`src/rtl/pwm_edge_pkg.sv`:
```
package pwm_edge_pkg;
    localparam int SRC_N = 4;
    localparam int EVT_N = 2 * SRC_N;
    localparam int SEL_W = $clog2(EVT_N);

    typedef enum logic {
        GATE_LO = 1'b0,
        GATE_HI = 1'b1
    } gate_state_t;

    typedef logic [SEL_W-1:0] edge_sel_t;
endpackage

```
`src/rtl/src_edge_detect.sv`:
```
module src_edge_detect
    import pwm_edge_pkg::*;
#(
    parameter int N = SRC_N,
    localparam int EN = 2 * N
) (
    input  logic         clk,
    input  logic         rst_n,
    input  logic [N-1:0] src_in,
    output logic [N-1:0] src_q,
    output logic [EN-1:0] evt
);
    logic [N-1:0] src_prev;

    always_ff @(posedge clk or negedge rst_n) begin
        if (!rst_n) begin
            src_q    <= '0;
            src_prev <= '0;
        end else begin
            src_q    <= src_in;
            src_prev <= src_q;
        end
    end

    // even index: rising edge of source i, odd index: falling edge
    for (genvar i = 0; i < N; i++) begin : g_evt
        assign evt[2*i]   =  src_q[i] & ~src_prev[i];
        assign evt[2*i+1] = ~src_q[i] &  src_prev[i];
    end
endmodule

```
`src/rtl/gate_sr_fsm.sv`:
```
module gate_sr_fsm
    import pwm_edge_pkg::*;
(
    input  logic             clk,
    input  logic             rst_n,
    input  logic             gen_en,
    input  edge_sel_t        sel_on,
    input  edge_sel_t        sel_off,
    input  logic [EVT_N-1:0] evt,
    input  logic             pass_in,
    output logic             gate_out
);
    gate_state_t state_q, state_d;
    logic        on_hit, off_hit;

    assign on_hit  = evt[sel_on];
    assign off_hit = evt[sel_off];

    always_ff @(posedge clk or negedge rst_n) begin
        if (!rst_n) state_q <= GATE_LO;
        else        state_q <= state_d;
    end

    always_comb begin
        state_d = state_q;
        if (!gen_en) begin
            state_d = pass_in ? GATE_HI : GATE_LO;          // FOLLOW
        end else begin
            unique case (state_q)
                GATE_LO: if (on_hit && !off_hit) state_d = GATE_HI;  // SET
                GATE_HI: if (off_hit)            state_d = GATE_LO;  // CLEAR
                default: state_d = GATE_LO;
            endcase
        end
    end

    always_comb begin
        gate_out = (state_q == GATE_HI);
    end

    AST_ON_SETS: assert property (@(posedge clk) disable iff (!rst_n)
        gen_en && on_hit && !off_hit |=> state_q == GATE_HI);
    AST_OFF_CLEARS: assert property (@(posedge clk) disable iff (!rst_n)
        gen_en && off_hit && !on_hit |=> state_q == GATE_LO);
    AST_HOLD_IDLE: assert property (@(posedge clk) disable iff (!rst_n)
        gen_en && !on_hit && !off_hit |=> $stable(state_q));
    AST_OFF_WINS: assert property (@(posedge clk) disable iff (!rst_n)
        gen_en && on_hit && off_hit |=> state_q == GATE_LO);
    AST_BYPASS_FOLLOW: assert property (@(posedge clk) disable iff (!rst_n)
        !gen_en |=> gate_out == $past(pass_in));
endmodule

```
`src/rtl/edge_gen_top.sv`:
```
module edge_gen_top
    import pwm_edge_pkg::*;
(
    input  logic       clk,
    input  logic       rst_n,
    input  logic       gen_en,
    input  logic [2:0] sel_a_on,
    input  logic [2:0] sel_a_off,
    input  logic [2:0] sel_b_on,
    input  logic [2:0] sel_b_off,
    input  logic       own_a,
    input  logic       own_b,
    input  logic       nbr_a,
    input  logic       nbr_b,
    output logic       out_a,
    output logic       out_b
);
    localparam int OUT_N = 2;

    logic [SRC_N-1:0] src_in, src_q;
    logic [EVT_N-1:0] evt;
    edge_sel_t        sel_on  [OUT_N];
    edge_sel_t        sel_off [OUT_N];
    logic [OUT_N-1:0] gate;

    // source order fixes the edge code map: code = 2*index + falling
    assign src_in = {nbr_b, nbr_a, own_b, own_a};

    assign sel_on[0]  = sel_a_on;
    assign sel_off[0] = sel_a_off;
    assign sel_on[1]  = sel_b_on;
    assign sel_off[1] = sel_b_off;

    src_edge_detect #(.N(SRC_N)) u_det (
        .clk    (clk),
        .rst_n  (rst_n),
        .src_in (src_in),
        .src_q  (src_q),
        .evt    (evt)
    );

    for (genvar k = 0; k < OUT_N; k++) begin : g_gate
        gate_sr_fsm u_fsm (
            .clk      (clk),
            .rst_n    (rst_n),
            .gen_en   (gen_en),
            .sel_on   (sel_on[k]),
            .sel_off  (sel_off[k]),
            .evt      (evt),
            .pass_in  (src_q[k]),
            .gate_out (gate[k])
        );
    end

    assign out_a = gate[0];
    assign out_b = gate[1];

    AST_RESET_LOW: assert property (@(posedge clk)
        !rst_n |-> !out_a && !out_b);
endmodule

```
`config.mk`:
```
export PLATFORM = sky130hd
export DESIGN_NAME = edge_gen_top
export DESIGN_NICKNAME = d
export VERILOG_FILES = /design/src/rtl/pwm_edge_pkg.sv /design/src/rtl/src_edge_detect.sv /design/src/rtl/gate_sr_fsm.sv /design/src/rtl/edge_gen_top.sv
export SDC_FILE = /design/constraint.sdc
export NUM_CORES = 1
export LEC_CHECK = 0
export ABC_AREA = 1
export ABC_CLOCK_PERIOD_IN_PS = 2360
export BUFFER_PORTS_ARGS = -buffer_cell sky130_fd_sc_hd__buf_2
export CAP_MARGIN = 10
export CELL_PAD_IN_SITES_DETAIL_PLACEMENT = 1
export CELL_PAD_IN_SITES_GLOBAL_PLACEMENT = 1
export CORE_MARGIN = 1
export CORE_UTILIZATION = 35
export CTS_CLUSTER_DIAMETER = 60
export DETAILED_ROUTE_END_ITERATION = 10
export MAX_ROUTING_LAYER = met4
export PLACE_DENSITY_LB_ADDON = 0.1
export SLEW_MARGIN = 20
export SYNTH_ARGS = -nofsm -noshare
export SYNTH_HDL_FRONTEND = slang
export SYNTH_HIERARCHICAL = 1
export SYNTH_SLANG_ARGS = --single-unit
```
`constraint.sdc`:
```
create_clock -name clk -period 2.36 [get_ports clk]
set_clock_uncertainty 0.15 [all_clocks]
set_input_delay 0.118 -clock clk [delete_from_list [all_inputs] [get_ports clk]]
set_output_delay 0.118 -clock clk [all_outputs]
set_load 0.05 [all_outputs]
```
==> metrics.cfg <==
[cts]
cts_buffer_depth = 2
cts_resized = 0
worstSkewPairLatency_ps = 260
cts_root_buf = clkbuf_4
post-cts-setup-buffers = 0
htreeDepth = 1
clkSlewWorstSetupHoldPaths_ps = 70
cts.sinks = 10
cts_tree = built
cts_made_buffers = 3

[sta]
finalHoldViolCount = 0
rsz0062_at_grt = false
period_minus_slack_ps = 1500
finalMaxSlewViolations = 0
fmax_mhz = 669
finalSetupViolCount = 0
worst-slew-pin-transition_ps = 399
max-slew-margin-rel_pct = 73.3
finalCritPeriodShare_pct = 63.4
setup-tns-final_ps = 0

[synthesis]
synth_area_leaders = dfrtp_1 (38%), nand2_1 (24%), nand3_1 (14%)
synth_xor_area_share_pct = 0
syn_inst = 108
yosysSeqAreaShare_pct = 37.7
synth_top_area_share_pct = 37.7
syn-cell-area_um2 = 663
synth_compound_area_share_pct = 1.51
synthSimpleGateAreaFrac_pct = 49.4
synth_area_leader_cell = dfrtp_1
ys_types = 9
syn_avg_cell_area_um2 = 6.14
ys_ff_latch = 10
synth_top_family_by_area = simple AND/OR/NAND/NOR gates
yosys_warnings = 6
synth_nets = 127
synthAdderAreaFrac_pct = 0
muxShareOfSynthArea_pct = 0

[layout]
fin_cells = 163
area_growth_pct = 34.3
nets = 158
drive_gt1_share_pct = 20.3
antenna_cells = 0

[drt]
via_per_inst = 4.62
vias = 753
routedWlPerCell_um = 12.1
dr.pass1.iters = 3
drt_iter0_markers = 14
drc = 0
drt_wl_total_um = 1970
postRouteAntennaNets = 0

[power]
power_density_nw_per_um2 = 513
leakage_nw = 0.502
finalPower_mw = 0.457
ir_drop_v = 0.000310

[hold_path]
hp-class = in -> reg

[place]
port-buffer-count = 20
dp_hpwl_um = 1470
gp_congestion = 0.853
dp.cells = 153

[worst_setup_path]
critical_path_class = reg -> reg
arrival_ps = 1500
critPathLaunchType = flip-flop
end_kind = flip-flop
worstPathRequired_ps = 2370
worst-path-max-fanout = 4

[job]
max_cap_violations = 0

[floorplan]
core_area_um2 = 1750
ioPinCount = 21
die_w_um = 45.5
start_util_pct = 38.0
core.rowCount = 15
dieHeight_um = 45.5
dieArea_um2 = 2070

[global_route]
antenna_found_initial = 0
grt_pass1_vias = 769
grt_pass1_wl_um = 3160
grt_max_degree = 11
grtUsageTotal_pct = 22.6
overflow = 0

[outcome]
outcome = completed

==> cells in the final DEF (no fill, tap or decap) <==
cell type / Yosys / layout
nor2_2: 2 / 2
nand3_1: 18 / 18
dlygate4sd3_1: 0 / 6
a21oi_1: 2 / 2
inv_2: 2 / 2
buf_2: 0 / 20
nand2_1: 42 / 42
clkbuf_4: 0 / 3
nand3b_1: 4 / 4
inv_1: 18 / 18
clkbuf_8: 0 / 1
dfrtp_1: 10 / 10
nor2_1: 10 / 10
==> kinds of logic (layout without fill, tap and decap cells) <==
| logic type | after synthesis | count (layout) |
|---|---|---|
| DFF | 10 | 10 |
| AOI/OAI and AO/OA | 2 | 2 |
| buffers and inverters | 20 | 50 |
| and+or+nand+nor | 76 | 76 |
==> path summary, 6_finish.rpt <==
kind | from | slack (ps) | to | cells past startpoint
max in group asynchronous | rst_n | 1770 | u_det/src_prev[2] | 2
max | u_det/src_q[0] | 860 | g_gate[0].u_fsm/gate_out | 8
min | sel_b_on[2] | 90 | g_gate[1].u_fsm/gate_out | 5
min in group asynchronous | rst_n | 100 | u_det/src_prev[3] | 2
min reg2reg | u_det/src_q[3] | 260 | u_det/src_prev[3] | 0
max reg2reg | u_det/src_q[0] | 860 | g_gate[0].u_fsm/gate_out | 8
==> synthesized netlist by cell type <==
master,number
dfrtp_1,10
inv_1,18
nand2_1,42
nand3_1,18
nor2_1,10
a21oi_1,2
nand3b_1,4
inv_2,2
nor2_2,2
==> flip-flops by register name, summed over array words and instances, names as in the netlist <==
register,flops
g_gate.u_fsm/gate_out,2
u_det/src_prev,4
u_det/src_q,4
==> area by class of cell <==
type | count | area [um2]
Clock buffer | 4 | 36.3
Fill cell | 253 | 855
Inverter | 20 | 75.1
Multi-Input combinational cell | 78 | 338
Sequential cell | 10 | 250
Tap cell | 25 | 31.3
Timing Repair Buffer | 26 | 160
==> report_power, final <==
group	leakage, nW	internal [mW]	switching [mW]
Combinational	0.364	0.0435	0.0705
Sequential	0.118	0.182	0.00698
Clock	0.0210	0.0936	0.0603
==> per-layer routing <==
metal | vias to the layer above | track usage [%] | wire (um)
li1 | 388 | - | -
met1 | 355 | 25.6 | 867
met2 | 8 | 39.1 | 1060
met3 | 2 | 1.19 | 27
met4 | 0 | 12.7 | 17
met5 | - | - | 0
==> worst max-delay path, cell delays in order, from the launching register on <==
cell     delay [ps]
dfrtp_1         410
nor2_1          300
nand2_1         120
nand3_1          90
nand3_1          70
nand2_1          90
nor2_2           40
nand2_1          50
nand2_1          50
==> stage by stage <==
step | hold slack [ps] | worst slack (ps) | area (um2) | utilization, %
6_report | 87.6 | 865 | 891 | 51.0
5_1_grt | 136 | 762 | 891 | 51.0
4_1_cts | 78.9 | 862 | 891 | 51.0
3_5_place_dp | -160 | 898 | 795 | 45.5
3_3_place_gp | -157 | 910 | 795 | 45.5
2_1_floorplan | -328 | 1140 | 663 | -
==> timing repair <==
item | 4_1_cts | 5_1_grt
setup endpoints to repair | 0 | 0
hold buffers | 6 | 0
endpoints found under the hold margin | 15 | 0
Power figures use the tool's default switching activity.
